===== src/rtl/aof_pkg.sv =====
package aof_pkg;

    typedef enum logic [1:0] {
        MODE_MONO32 = 2'b00,
        MODE_ST32   = 2'b01,
        MODE_MONO16 = 2'b10,
        MODE_ST16   = 2'b11
    } aof_mode_e;

    typedef struct packed {
        aof_mode_e mode;
        logic      le;
        logic      sinv;
    } aof_cfg_t;

    localparam aof_cfg_t CFG_RESET = '{mode: MODE_MONO32, le: 1'b0, sinv: 1'b0};

endpackage


===== src/rtl/aof_lane_pick.sv =====
module aof_lane_pick #(
    parameter int DATA_W = 32
) (
    input  logic [DATA_W-1:0]   word_i,
    input  logic                le_i,
    output logic [DATA_W-1:0]   full_o,
    output logic [DATA_W/2-1:0] first_o,
    output logic [DATA_W/2-1:0] second_o
);
    localparam int NBYTES = DATA_W / 8;
    localparam int HALF_W = DATA_W / 2;

    logic [DATA_W-1:0] rev_w;

    // full byte reversal of the bus word
    for (genvar k = 0; k < NBYTES; k++) begin : g_rev
        assign rev_w[8*k +: 8] = word_i[8*(NBYTES-1-k) +: 8];
    end

    always_comb begin
        full_o = le_i ? word_i : rev_w;
        // lower address half comes first in either byte order
        if (le_i) begin
            first_o  = full_o[HALF_W-1:0];
            second_o = full_o[DATA_W-1:HALF_W];
        end else begin
            first_o  = full_o[DATA_W-1:HALF_W];
            second_o = full_o[HALF_W-1:0];
        end
    end
endmodule


===== src/rtl/aof_sign_fix.sv =====
module aof_sign_fix #(
    parameter int DATA_W = 32,
    parameter int NCH    = 2
) (
    input  logic [NCH-1:0][DATA_W-1:0] smp_i,
    input  logic                       inv_i,
    output logic [NCH-1:0][DATA_W-1:0] smp_o
);
    for (genvar c = 0; c < NCH; c++) begin : g_ch
        assign smp_o[c] = {smp_i[c][DATA_W-1] ^ inv_i, smp_i[c][DATA_W-2:0]};
    end
endmodule


===== src/rtl/aof_fmt.sv =====
module aof_fmt
    import aof_pkg::*;
#(
    parameter int DATA_W = 32
) (
    input  logic              clk,
    input  logic              rst_n,
    input  logic [1:0]        cfg_mode,
    input  logic              cfg_le,
    input  logic              cfg_sign_inv,
    input  logic [DATA_W-1:0] in_word,
    input  logic              in_valid,
    output logic              in_ready,
    input  logic              smp_req,
    output logic [DATA_W-1:0] out_left,
    output logic [DATA_W-1:0] out_right,
    output logic              out_valid
);
    localparam int HALF_W = DATA_W / 2;

    typedef struct packed {
        logic [DATA_W-1:0] hold_a;
        logic [DATA_W-1:0] hold_b;
        logic [1:0]        avail;
        logic              half;
        logic              pend;
        aof_cfg_t          cfg;
        logic [DATA_W-1:0] out_l;
        logic [DATA_W-1:0] out_r;
        logic              out_v;
    } aof_state_t;

    aof_state_t st_d, st_q;

    logic                     idle_w;
    aof_cfg_t                 cfg_eff;
    logic                     accept;
    logic                     serve;
    logic [DATA_W-1:0]        full_w;
    logic [HALF_W-1:0]        first_w, second_w;
    logic [1:0][DATA_W-1:0]   raw_pair, fixed_pair;
    logic [1:0]               act_mode;

    assign idle_w   = (st_q.avail == 2'd0) && !st_q.half;
    assign cfg_eff  = idle_w ? aof_cfg_t'{mode: aof_mode_e'(cfg_mode), le: cfg_le, sinv: cfg_sign_inv}
                             : st_q.cfg;
    assign in_ready = (st_q.avail == 2'd0);
    assign accept   = in_valid && in_ready;
    assign serve    = st_q.pend && (st_q.avail != 2'd0);
    assign act_mode = st_q.cfg.mode;

    aof_lane_pick #(.DATA_W(DATA_W)) u_pick (
        .word_i   (in_word),
        .le_i     (cfg_eff.le),
        .full_o   (full_w),
        .first_o  (first_w),
        .second_o (second_w)
    );

    // pair selection from the hold registers
    always_comb begin
        raw_pair = '0;
        unique case (st_q.cfg.mode)
            MODE_MONO32: begin
                raw_pair[0] = st_q.hold_a;
                raw_pair[1] = st_q.hold_a;
            end
            MODE_MONO16: begin
                raw_pair[0] = (st_q.avail == 2'd2) ? st_q.hold_a : st_q.hold_b;
                raw_pair[1] = raw_pair[0];
            end
            default: begin
                raw_pair[0] = st_q.hold_a;
                raw_pair[1] = st_q.hold_b;
            end
        endcase
    end

    aof_sign_fix #(.DATA_W(DATA_W), .NCH(2)) u_sign (
        .smp_i (raw_pair),
        .inv_i (st_q.cfg.sinv),
        .smp_o (fixed_pair)
    );

    always_comb begin
        st_d       = st_q;
        st_d.out_v = 1'b0;
        st_d.cfg   = cfg_eff;
        st_d.pend  = (st_q.pend && !serve) || smp_req;

        if (serve) begin
            st_d.out_l = fixed_pair[0];
            st_d.out_r = fixed_pair[1];
            st_d.out_v = 1'b1;
            st_d.avail = st_q.avail - 2'd1;
        end

        if (accept) begin
            unique case (cfg_eff.mode)
                MODE_MONO32: begin
                    st_d.hold_a = full_w;
                    st_d.avail  = 2'd1;
                end
                MODE_ST32: begin
                    if (!st_q.half) begin
                        st_d.hold_a = full_w;
                        st_d.half   = 1'b1;
                    end else begin
                        st_d.hold_b = full_w;
                        st_d.half   = 1'b0;
                        st_d.avail  = 2'd1;
                    end
                end
                MODE_MONO16: begin
                    st_d.hold_a = {first_w, {HALF_W{1'b0}}};
                    st_d.hold_b = {second_w, {HALF_W{1'b0}}};
                    st_d.avail  = 2'd2;
                end
                default: begin
                    st_d.hold_a = {first_w, {HALF_W{1'b0}}};
                    st_d.hold_b = {second_w, {HALF_W{1'b0}}};
                    st_d.avail  = 2'd1;
                end
            endcase
        end
    end

    always_ff @(posedge clk) begin
        if (!rst_n) begin
            st_q <= '{hold_a: '0, hold_b: '0, avail: 2'd0, half: 1'b0, pend: 1'b0,
                      cfg: CFG_RESET, out_l: '0, out_r: '0, out_v: 1'b0};
        end else begin
            st_q <= st_d;
        end
    end

    assign out_left  = st_q.out_l;
    assign out_right = st_q.out_r;
    assign out_valid = st_q.out_v;

endmodule


===== config.mk =====
export PLATFORM = sky130hd
export DESIGN_NAME = aof_fmt
export DESIGN_NICKNAME = d
export VERILOG_FILES = /design/src/rtl/aof_pkg.sv /design/src/rtl/aof_lane_pick.sv /design/src/rtl/aof_sign_fix.sv /design/src/rtl/aof_fmt.sv
export SDC_FILE = /design/constraint.sdc
export NUM_CORES = 1
export LEC_CHECK = 0
export CORE_ASPECT_RATIO = 1.75
export CORE_MARGIN = 8
export CORE_UTILIZATION = 55
export CTS_CLUSTER_SIZE = 12
export DETAILED_ROUTE_END_ITERATION = 7
export GPL_ROUTABILITY_DRIVEN = 0
export PLACE_DENSITY = 0.86
export SKIP_CTS_REPAIR_TIMING = 1
export SLEW_MARGIN = 20
export SYNTH_ARGS = -nofsm -noshare
export SYNTH_HDL_FRONTEND = slang
export SYNTH_SLANG_ARGS = --single-unit

===== constraint.sdc =====
create_clock -name clk -period 2.9 [get_ports clk]
set_input_delay 0.58 -clock clk [delete_from_list [all_inputs] [get_ports clk]]
set_output_delay 0.58 -clock clk [all_outputs]
set_load 0.02 [all_outputs]

=== Word-level counts from Yosys, hierarchy flattened ===
Index checks and enable logic that the tools add are counted.

* Add/sub/neg operators: 1
* Equal/unequal tests: 6
* Mux-type cells: 16
* Bitwise gates (word level): 3
* Reduce and logical (&&, ||, !) cells: 14

{| class="wikitable"
|+ Operator list
! cell !! number
|-
| $pmux W32 S2 || 2
|-
| $pmux W64 S2 || 1
|-
| $mux W32 || 3
|-
| $mux W34 || 1
|-
| $mux W16 || 2
|-
| $eq A2 B2 Y1 const B || 3
|-
| $logic_not A2 Y1 || 3
|-
| $logic_and A1 B1 Y1 || 4
|-
| $mux W4 || 1
|-
| $ne A2 B2 Y1 const B || 2
|-
| $pmux W2 S2 || 1
|-
| $reduce_and A2 Y1 || 2
|-
| $mux W1 || 3
|-
| $mux W3 || 1
|-
| $reduce_and A3 Y1 || 1
|-
| $eq A2 B1 Y1 const B || 1
|-
| $logic_not A1 Y1 || 2
|-
| $mux W2 || 1
|-
| $reduce_bool A2 Y1 || 1
|-
| $sub A2 B1 Y2 const B || 1
|-
| $xor A1 B1 Y1 || 2
|-
| $logic_or A1 B1 Y1 || 1
|-
| $not A1 Y1 || 1
|}

* Register bits: 137
* Input port bits: 40
* Output and inout port bits: 66
* Word-level logic and storage cells: 51

=== Logic depth before layout (Yosys ltp) ===
Gate-level depths: netlist (run 1).

* Word-level depth: 7
* Mapped depth: 14
* Gate-level depth less buffers: 11

=== Hierarchy ===
A second synthesis (run 1) with hierarchy kept.

* Cells, all modules: 909
* Area total of the unflattened synthesis: 8360.5 µm²

{| class="wikitable"
|+ By module, submodules not included
! module !! instances !! cells an instance !! area an instance (µm²) !! sequential area each (µm²)
|-
| aof_fmt || 1 || 774 || 6800.3 || 2742.6
|-
| aof_lane_pick || 1 || 71 || 1077.3 || 0.0
|-
| aof_sign_fix || 1 || 64 || 483.0 || 0.0
|}

=== Least setup slack after synthesis (run 1) ===
OpenSTA, ideal clock, no wires.

* Path type: register -> register
* Start point: register st_q[72] (netlist name)
* End point: register st_q[77] (netlist name)
* Arrival time: 2.611 ns
* Required time: 2.785 ns
* Path slack: 0.175 ns
* Cell stages (with the launch flop): 15
* Clock period less this slack: 2.725 ns
* Cells stage by stage: dfxtp_1 > inv_1 > ha_1 > nand2b_1 > buf_6 > mux2i_1 > inv_1 > ha_1 > nor2b_1 > or3_1 > clkbuf_1 > clkbuf_1 > nand2_1 > o21ai_0 > and2_1

{| class="wikitable"
|+ RTL lines
! item !! line !! source
|-
| start, declared || aof_fmt.sv:33 || <nowiki>aof_state_t st_d, st_q;</nowiki>
|-
| start signal, assigned || aof_fmt.sv:130 || <nowiki>st_q <= '{hold_a: '0, hold_b: '0, avail: 2'd0, half: 1'b0, pend: 1'b0,</nowiki>
|-
| start signal, assigned || aof_fmt.sv:133 || <nowiki>st_q <= st_d;</nowiki>
|}

==> results.sh, run 1 <==
export IMPL_power_frac_comb=0.444
export IMPL_port_buffers=105
export IMPL_setup_tns_ns=0
export IMPL_synth_fp_nets=816
export IMPL_powerDensity_nw_per_um2=1040
export IMPL_crit_type="register to register"
export IMPL_grt_max_degree=73
export IMPL_num_rows=55
export IMPL_yosys_register_bits=137
export IMPL_start_kind="register"
export IMPL_cp_slowest_cell="dfxtp_1"
export IMPL_cp_arrival_ns=3.00
export IMPL_drt_initial_drc_count=419
export IMPL_wl_microns=18500
export IMPL_final_cells=973
export IMPL_synth_cells=770
export IMPL_die_y_microns=167
export IMPL_p_sw_frac=0.371
export IMPL_dp_cells=941
export IMPL_syn_avg_cell_area_sq_um=9.36
export IMPL_relSlewSlack=0.564
export IMPL_cp_slowest_stage_delay_ns=0.37
export IMPL_fmax_ghz=0.376
export IMPL_numCtsBuffers=17
export IMPL_cp_max_fo=32
export IMPL_netlist_area_sq_um=7210
export IMPL_power_total_uw=8910
export IMPL_grt_usage=0.217
export IMPL_cts_clk_slew_worst_paths_ns=0.06
export IMPL_setup_violations=0
export IMPL_drt_first_pass_iters=6
export IMPL_worstMarginPinSlew_ns=0.654
export IMPL_routedWlPerCell_microns=19.0
export IMPL_fin_nets=835
export IMPL_finalHoldViolCount=0
export IMPL_cts_buffer_depth=2
export IMPL_synthDistinctLibCells=36
export IMPL_hp_class="register to register"
export IMPL_yosysWarnings=0
export IMPL_switchingPower_uw=3310
export IMPL_grt_setup_unrepaired="false"
export IMPL_cp_cell_sequence="inv_1, ha_1, nand2b_1, mux2i_1, inv_1, ha_1, nor2b_1, nor3_2, buf_4, o21ai_0, a21oi_1"
export IMPL_antenna_found_initial=0
export IMPL_drv_slew=0
export IMPL_p_leak_uw=0.00412
export IMPL_min_period_ns=2.66
export IMPL_place_ws_ns=0.113
export IMPL_diodes=0
export IMPL_core_area_sq_um=12900
export IMPL_tritoncts="built"
export IMPL_pwr_share_clk=0.256
export IMPL_initial_core_util=0.560
export IMPL_drcViolationCount=0
export IMPL_fin_util=0.663
export IMPL_cts_root_buf="clkbuf_16"
export IMPL_finalClockSkew_ns=0.00866
export IMPL_status="complete, no violations"
export IMPL_avgViaCountPerCell=5.89
export IMPL_seqPwrFrac=0.300
export IMPL_crit_required_ns=3.24
export IMPL_ir_drop_uv=523
export IMPL_layout_drive_gt1_share=0.0761
export IMPL_yosysSeqAreaShare=0.381
export IMPL_syn2layout_area_growth_pct=18.3
export IMPL_cts_sinks=137
export IMPL_maxCapViolations=0
export IMPL_dp_final_hpwl_microns=12500
export IMPL_p_int_uw=5600
export IMPL_worst_slack_ns=0.239
export IMPL_cts_htree_levels=4
export IMPL_die_x_microns=103
export IMPL_dieArea_sq_um=17200
export IMPL_ios=106
export IMPL_grt_overflow=0
export IMPL_grt_pass1_vias=5909
export IMPL_grt_pass1_wl_microns=29200
export IMPL_clk_latency_ns=0.42
export IMPL_final_period_utilization=0.918
export IMPL_end_kind="register"
export IMPL_vias=5727
export IMPL_ant_nets=0
## sequential cells by signal, indices dropped and copies added, names as in the netlist
signal     cells
out_right     32
out_valid      1
st_q          70
act_mode       2
out_left      32
## path summary, 6_finish.rpt
kind | cells after the start | endpoint | from | slack (ns)
worst max-delay path | 11 | st_q[96] | st_q[72] | 0.24
worst max register to register | 11 | st_q[96] | st_q[72] | 0.24
worst min register to register | 2 | out_right[31] | out_right[31] | 0.48
worst min-delay path | 2 | out_right[31] | out_right[31] | 0.48
## power groups by stage
stage                     combinational [uW]  sequential, uW  clock (uW)
final                                   3950            2670        2280
after detailed placement                3890            2700           0
after global placement                  3790            2670           0
after CTS                               3940            2670        2290
after floorplan                         3170            2590           0
after global routing                    4230            2720        2370
## cell usage in the layout (no fill, tap or decap), types with 2 or more instances in the layout
| cell type | Yosys | final |
|---|---|---|
| a21oi_1 | 18 | 17 |
| and2_1 | 49 | 49 |
| buf_12 | 5 | 6 |
| buf_4 | 64 | 16 |
| bufinv_16 | 0 | 4 |
| clkbuf_1 | 45 | 2 |
| clkbuf_16 | 0 | 17 |
| clkdlybuf4s50_1 | 0 | 104 |
| clkinv_2 | 0 | 4 |
| clkinv_4 | 0 | 3 |
| dfxtp_1 | 137 | 137 |
| ha_1 | 6 | 6 |
| inv_1 | 7 | 7 |
| mux2i_1 | 131 | 131 |
| nand2_1 | 122 | 122 |
| nor2_1 | 3 | 3 |
| nor2b_1 | 7 | 7 |
| o211a_1 | 62 | 62 |
| o21ai_0 | 41 | 40 |
| o21ai_1 | 9 | 9 |
| o221ai_1 | 16 | 16 |
| o22a_1 | 16 | 16 |
| o22ai_1 | 3 | 3 |
| xnor2_1 | 2 | 2 |
| xor2_1 | 2 | 2 |
## synthesized netlist by cell type
library cell | number | area, sq um
o211ai_1 | 1 | 7.51
nand3_1 | 1 | 5.00
xnor2_1 | 2 | 17.5
o22ai_1 | 3 | 18.8
buf_4 | 64 | 480
mux2i_4 | 1 | 22.5
clkbuf_1 | 45 | 169
mux2i_1 | 131 | 1310
ha_1 | 6 | 75.1
buf_12 | 5 | 100
o22a_1 | 16 | 140
clkbuf_4 | 1 | 7.51
nor3_2 | 1 | 10.0
nand2b_1 | 1 | 6.26
and2b_1 | 1 | 7.51
buf_2 | 8 | 40.0
nor2b_1 | 7 | 43.8
a21oi_1 | 18 | 90.1
inv_1 | 7 | 26.3
and2_1 | 49 | 307
xor2_1 | 2 | 17.5
o21ai_1 | 9 | 45.0
buf_6 | 2 | 22.5
o221ai_1 | 16 | 140
nand2_1 | 122 | 458
nor3b_1 | 2 | 15.0
o21a_1 | 1 | 7.51
or3_1 | 1 | 6.26
o211a_1 | 62 | 621
o21ai_0 | 41 | 205
and2_0 | 1 | 6.26
nor2_1 | 3 | 11.3
dfxtp_1 | 137 | 2740
a21oi_2 | 1 | 8.76
buf_1 | 1 | 3.75
o221a_2 | 1 | 11.3
## critical path: cells and delay by family (launching register included)
family / cells / cell delay (ns)
AOI/OAI and AO/OA: 2 / 0.37
adders and majority gates: 2 / 0.47
buffers and inverters: 3 / 0.51
DFF: 1 / 0.37
muxes: 1 / 0.29
and+or+nand+nor: 3 / 0.55
## cell type report
| class | count | area, sq um |
|---|---|---|
| sequential | 137 | 2740 |
| fill | 1001 | 4340 |
| tap | 171 | 214 |
| multi-input combinational | 500 | 3640 |
| timing repair buffer | 126 | 1280 |
| clock buffer | 20 | 447 |
| inverter | 7 | 26.3 |
| clock inverter | 12 | 174 |
## metrics by stage
stage / hold slack (ns) / cell area (sq um)
finish: 0.483 / 8530
floorplan: 0.448 / 7210
global placement: 0.463 / 7900
detailed placement: 0.468 / 7900
CTS: 0.478 / 8520
global route: 0.510 / 8530
## metal layers
metal,track usage,vias up,routed length (microns)
met5,0,-,0
met4,0.123,0,775
met1,0.222,2768,6720
met3,0.0515,64,1080
met2,0.385,219,9880
li1,-,2676,-
## logic make-up after synthesis
kind of cell / count (synthesis) / synth area share
and+or+nand+nor: 189 / 0.122
AOI/OAI and AO/OA: 169 / 0.180
DFF: 137 / 0.381
buffers and inverters: 133 / 0.118
muxes: 132 / 0.185
adders and majority gates: 6 / 0.0104
xor gates and xnor gates: 4 / 0.00486
Note: power is estimated with default switching activity, not from simulation.
==> run 2, diff against run 1 <==
--- a/config.mk
+++ b/config.mk
@@ -5,7 +5,7 @@
 export SDC_FILE = /design/constraint.sdc
 export NUM_CORES = 1
 export LEC_CHECK = 0
-export CORE_ASPECT_RATIO = 1.75
+export CORE_ASPECT_RATIO = 0.9
 export CORE_MARGIN = 8
 export CORE_UTILIZATION = 55
 export CTS_CLUSTER_SIZE = 12
==> run 2 against run 1 <==
  * Non-clock buffer count shrank 5
  * Clock skew grew 0.0058 ns
  * Design area shrank 1.0%
  * Clock-buffer cell count grew 2
  * Maximum frequency shrank 2.4%
  * Clock power shrank 8.8%
  * Worst setup slack lost 0.066 ns
  * Register-to-register slack lost 0.07 ns
  * Critical path type unchanged
  * Largest cell class unchanged
==> results.sh, run 2 (synthesized netlist as in run 1, its figures left out) <==
export IMPL_status="complete, no violations"
export IMPL_ant_nets=0
export IMPL_end_kind="register"
export IMPL_cp_slowest_cell="dfxtp_1"
export IMPL_cp_arrival_ns=3.04
export IMPL_routedWlPerCell_microns=18.1
export IMPL_drt_initial_drc_count=446
export IMPL_layout_drive_gt1_share=0.0753
export IMPL_min_period_ns=2.73
export IMPL_num_rows=39
export IMPL_final_common_cell="dfxtp_1"
export IMPL_die_y_microns=125
export IMPL_finalClockSkew_ns=0.0145
export IMPL_largest_reg_flops=70
export IMPL_ir_drop_uv=716
export IMPL_hold_slack_ns=0.475
export IMPL_dp_final_hpwl_microns=12000
export IMPL_drv_slew=0
export IMPL_grt_usage=0.202
export IMPL_relSlewSlack=0.592
export IMPL_setup_tns_ns=0
export IMPL_final_area_sq_um=8440
export IMPL_clk_latency_ns=0.43
export IMPL_fmax_ghz=0.367
export IMPL_grt_pass1_vias=5482
export IMPL_cts_buffer_depth=2
export IMPL_cts_htree_levels=4
export IMPL_tritoncts="built"
export IMPL_numCtsBuffers=17
export IMPL_hp_class="register to register"
export IMPL_cp_buffers_inverters=4
export IMPL_vias=5656
export IMPL_multiInputGateArea_sq_um=3650
export IMPL_cp_cell_sequence="inv_1, ha_1, nand2b_1, buf_4, mux2i_2, ha_1, buf_4, nor3b_1, o21ai_2, buf_6, o221ai_1, and2_1"
export IMPL_regArea_sq_um=2740
export IMPL_setup_violations=0
export IMPL_syn2layout_area_growth_pct=17.1
export IMPL_grt_max_degree=69
export IMPL_critPathTopFamily="buffers and inverters"
export IMPL_initial_core_util=0.566
export IMPL_n_fill_cell=963
export IMPL_ios=106
export IMPL_top_register="st_q"
export IMPL_cts_clk_slew_worst_paths_ns=0.06
export IMPL_dieArea_sq_um=17000
export IMPL_avgViaCountPerCell=5.89
export IMPL_fin_util=0.663
export IMPL_crit_type="register to register"
export IMPL_grt_setup_unrepaired="false"
export IMPL_finalHoldViolCount=0
export IMPL_fin_nets=830
export IMPL_p_leak_uw=0.00406
export IMPL_start_kind="register"
export IMPL_antenna_found_initial=2
export IMPL_worstMarginPinSlew_ns=0.611
export IMPL_cts_root_buf="clkbuf_16"
export IMPL_layout_common_cells="dfxtp_1 (137), mux2i_1 (130), nand2_1 (121)"
export IMPL_grt_pass1_wl_microns=27600
export IMPL_powerDensity_nw_per_um2=1020
export IMPL_crit_required_ns=3.21
export IMPL_diodes=0
export IMPL_die_x_microns=137
export IMPL_maxCapViolations=0
export IMPL_wl_microns=17400
export IMPL_port_buffers=105
export IMPL_drcViolationCount=0
export IMPL_grt_overflow=0
export IMPL_core_area_sq_um=12700
export IMPL_final_period_utilization=0.941
export IMPL_cts_sinks=137
export IMPL_drt_first_pass_iters=6
export IMPL_cp_slowest_stage_delay_ns=0.39
export IMPL_placed_cell_area_sq_um=7840
export IMPL_cp_max_fo=32
## run 2: cell types whose count changed in the layout (fill, tap and decap cells not counted), sizes merged
cell | before | now
clkbuf | 20 | 22
clkinv | 7 | 3
clkinvlp | 1 | 6
bufinv | 4 | 1
buf | 22 | 17
## run 2: worst paths after layout
kind / startpoint / to / slack [ns] / cells after the start
worst max-delay path: st_q[72] / st_q[125] / 0.17 / 12
worst max register to register: st_q[72] / st_q[125] / 0.17 / 12
worst min-delay path: out_right[31] / out_right[31] / 0.48 / 2
worst min register to register: out_right[31] / out_right[31] / 0.48 / 2
## run 2: layout make-up
class,count,share of cell area
clock buffer,22,0.0574
tap,164,0.0243
clock inverter,10,0.0111
multi-input combinational,500,0.433
inverter,7,0.00311
sequential,137,0.325
timing repair buffer,121,0.146
## run 2: where the power goes
part	total (uW)	leakage, uW	switching, uW	internal, uW
logic	3890	0.00268	2130	1760
clock network	2080	0.000266	815	1270
registers	2650	0.00112	308	2340
## run 2: per-stage QoR
step           worst slack (ns)  total power, uW  instances
6_report                  0.172             8620        961
3_5_place_dp             0.0381             6510        929
3_3_place_gp              0.153             6360        929
4_1_cts                  0.0641             8600        961
5_1_grt                  0.0393             9040        961
2_1_floorplan             0.175             5750        770
## run 2: worst reg2reg max path, delay by kind of cell, from the launching register on
family                     cells  cell delay, ns
DFF                            1            0.39
and+or+nand+nor                3            0.39
AOI/OAI and AO/OA              2            0.31
buffers and inverters          4            0.64
muxes                          1            0.39
adders and majority gates      2            0.50
## run 2: metal layers
layer | wire length [microns] | global-route usage
met1 | 7500 | 0.247
met2 | 8320 | 0.325
met3 | 1250 | 0.0605
met4 | 318 | 0.0768
met5 | 20 | 0
==> run 3, diff against run 2 <==
--- a/config.mk
+++ b/config.mk
@@ -5,7 +5,6 @@
 export SDC_FILE = /design/constraint.sdc
 export NUM_CORES = 1
 export LEC_CHECK = 0
-export CORE_ASPECT_RATIO = 0.9
 export CORE_MARGIN = 8
 export CORE_UTILIZATION = 55
 export CTS_CLUSTER_SIZE = 12
@@ -13,7 +12,6 @@
 export GPL_ROUTABILITY_DRIVEN = 0
 export PLACE_DENSITY = 0.86
 export SKIP_CTS_REPAIR_TIMING = 1
-export SLEW_MARGIN = 20
 export SYNTH_ARGS = -nofsm -noshare
 export SYNTH_HDL_FRONTEND = slang
 export SYNTH_SLANG_ARGS = --single-unit
==> run 3 against run 2 <==
  * Sequential cell count is the same
  * Highest routed layer is now met4
  * Clock-buffer cell count decreased by 3
  * Clock power is 9% higher
  * Register-to-register slack gained 0.03 ns
  * Via count decreased by 0.60%
  * Clock skew is 0.0082 ns lower
  * Critical path depth stayed put
  * First-iteration DRC count fell by 13%
  * Final cell count up 1.6%
  * Global-route usage rose by 0.72 points
  * Sequential share of layout area decreased by 0.27 points
  * Maximum frequency up 1.0%
==> results.sh, run 3 (synthesized netlist as in run 1, its figures left out) <==
export IMPL_grtUsageMet3=0.0702
export IMPL_dp_cells=946
export IMPL_min_from="out_left[31]"
export IMPL_cp_buffers_inverters=4
export IMPL_grt_usage=0.209
export IMPL_busiest_layer="met2"
export IMPL_critPathTopFamily="buffers and inverters"
export IMPL_hp_class="register to register"
export IMPL_place_ws_ns=-0.0171
export IMPL_wl_microns=17700
export IMPL_grt_overflow=0
export IMPL_drt_initial_drc_count=387
export IMPL_initial_core_util=0.553
export IMPL_worst_slack_ns=0.200
export IMPL_dieArea_sq_um=17000
export IMPL_power_total_uw=8830
export IMPL_final_period_utilization=0.931
export IMPL_drcViolationCount=0
export IMPL_maxCapViolations=0
export IMPL_numCtsBuffers=17
export IMPL_start_kind="register"
export IMPL_die_x_microns=130
export IMPL_grt_pass1_vias=5616
export IMPL_syn2layout_area_growth_pct=18.1
export IMPL_cp_arrival_ns=3.06
export IMPL_clk_latency_ns=0.42
export IMPL_relSlewSlack=0.575
export IMPL_tritoncts="built"
export IMPL_top_register="st_q"
export IMPL_largest_reg_flops=70
export IMPL_grt_max_degree=71
export IMPL_met1_usage=0.242
export IMPL_vias=5622
export IMPL_port_buffers=105
export IMPL_cts_root_buf="clkbuf_16"
export IMPL_cts_buffer_depth=2
export IMPL_core_area_sq_um=13000
export IMPL_grt_setup_unrepaired="false"
export IMPL_final_cells=976
export IMPL_fin_nets=835
export IMPL_setup_violations=0
export IMPL_finalClockSkew_ns=0.00635
export IMPL_ant_nets=0
export IMPL_r2r_start="st_q[72]"
export IMPL_setup_worst_path_start="st_q[72]"
export IMPL_crit_required_ns=3.26
export IMPL_cp_slowest_stage_delay_ns=0.39
export IMPL_dp_final_hpwl_microns=12300
export IMPL_cts_sinks=137
export IMPL_worstMarginPinSlew_ns=0.638
export IMPL_num_rows=42
export IMPL_cp_slowest_cell="mux2i_1"
export IMPL_layout_common_cells="dfxtp_1 (137), mux2i_1 (130), nand2_1 (122)"
export IMPL_end_kind="register"
export IMPL_cp_max_fo=32
export IMPL_routedWlPerCell_microns=18.2
export IMPL_met2_usage=0.345
export IMPL_cp_cell_sequence="inv_1, ha_1, nand2b_1, mux2i_1, inv_1, ha_1, buf_4, nor3b_1, o21ai_2, buf_12, o221ai_1, and2_1"
export IMPL_powerDensity_nw_per_um2=1040
export IMPL_fmax_ghz=0.370
export IMPL_die_y_microns=130
export IMPL_final_common_cell="dfxtp_1"
export IMPL_ir_drop_uv=696
export IMPL_p_leak_uw=0.00411
export IMPL_avgViaCountPerCell=5.76
export IMPL_grt_pass1_wl_microns=27800
export IMPL_finalHoldViolCount=0
export IMPL_drv_slew=0
export IMPL_min_period_ns=2.70
export IMPL_crit_type="register to register"
export IMPL_cts_htree_levels=4
export IMPL_ios=106
export IMPL_antenna_found_initial=0
export IMPL_status="complete, no violations"
export IMPL_layout_drive_gt1_share=0.0775
export IMPL_hold_slack_ns=0.486
export IMPL_cts_clk_slew_worst_paths_ns=0.06
export IMPL_drt_first_pass_iters=5
export IMPL_diodes=0
-- run 3: worst paths after layout --
path                        to  slack, ns  cells after the start
hold / removal    out_left[31]       0.49                      2
hold reg to reg   out_left[31]       0.49                      2
setup / recovery     st_q[131]       0.20                     12
setup reg to reg     st_q[131]       0.20                     12
-- run 3: through the flow --
step | cell area [sq um] | setup TNS [ns] | utilization
6_report | 8510 | 0 | 0.653
5_1_grt | 8510 | 0 | 0.653
3_5_place_dp | 7880 | -0.0339 | 0.605
4_1_cts | 8500 | 0 | 0.652
3_3_place_gp | 7880 | 0 | 0.605
2_1_floorplan | 7210 | 0 | -
-- run 3: final cells by class --
cell class                      count  area, sq um
Inverter                            7         26.3
Multi-Input combinational cell    500         3650
Clock inverter                     11          173
Sequential cell                   137         2740
Clock buffer                       19          443
Timing Repair Buffer              126         1260
Fill cell                        1051         4520
Tap cell                          176          220
-- run 3: worst min-delay path: stages, from the launching register on --
cell,delay [ns]
dfxtp_1,0.31
nand2_1,0.05
o22ai_1,0.07
-- run 3: report_power, final --
group	leakage [uW]	internal (uW)	switching, uW
combinational	0.00270	1770	2130
sequential	0.00112	2340	313
clock	0.000299	1450	816
total	0.00411	5570	3260
-- run 3: per-layer routing --
metal | vias up | routed length (microns) | part of all wire
met5 | - | 0 | 0
met4 | 0 | 506 | 0.029
met3 | 38 | 1440 | 0.081
met2 | 199 | 8490 | 0.48
met1 | 2715 | 7310 | 0.41
li1 | 2670 | - | -
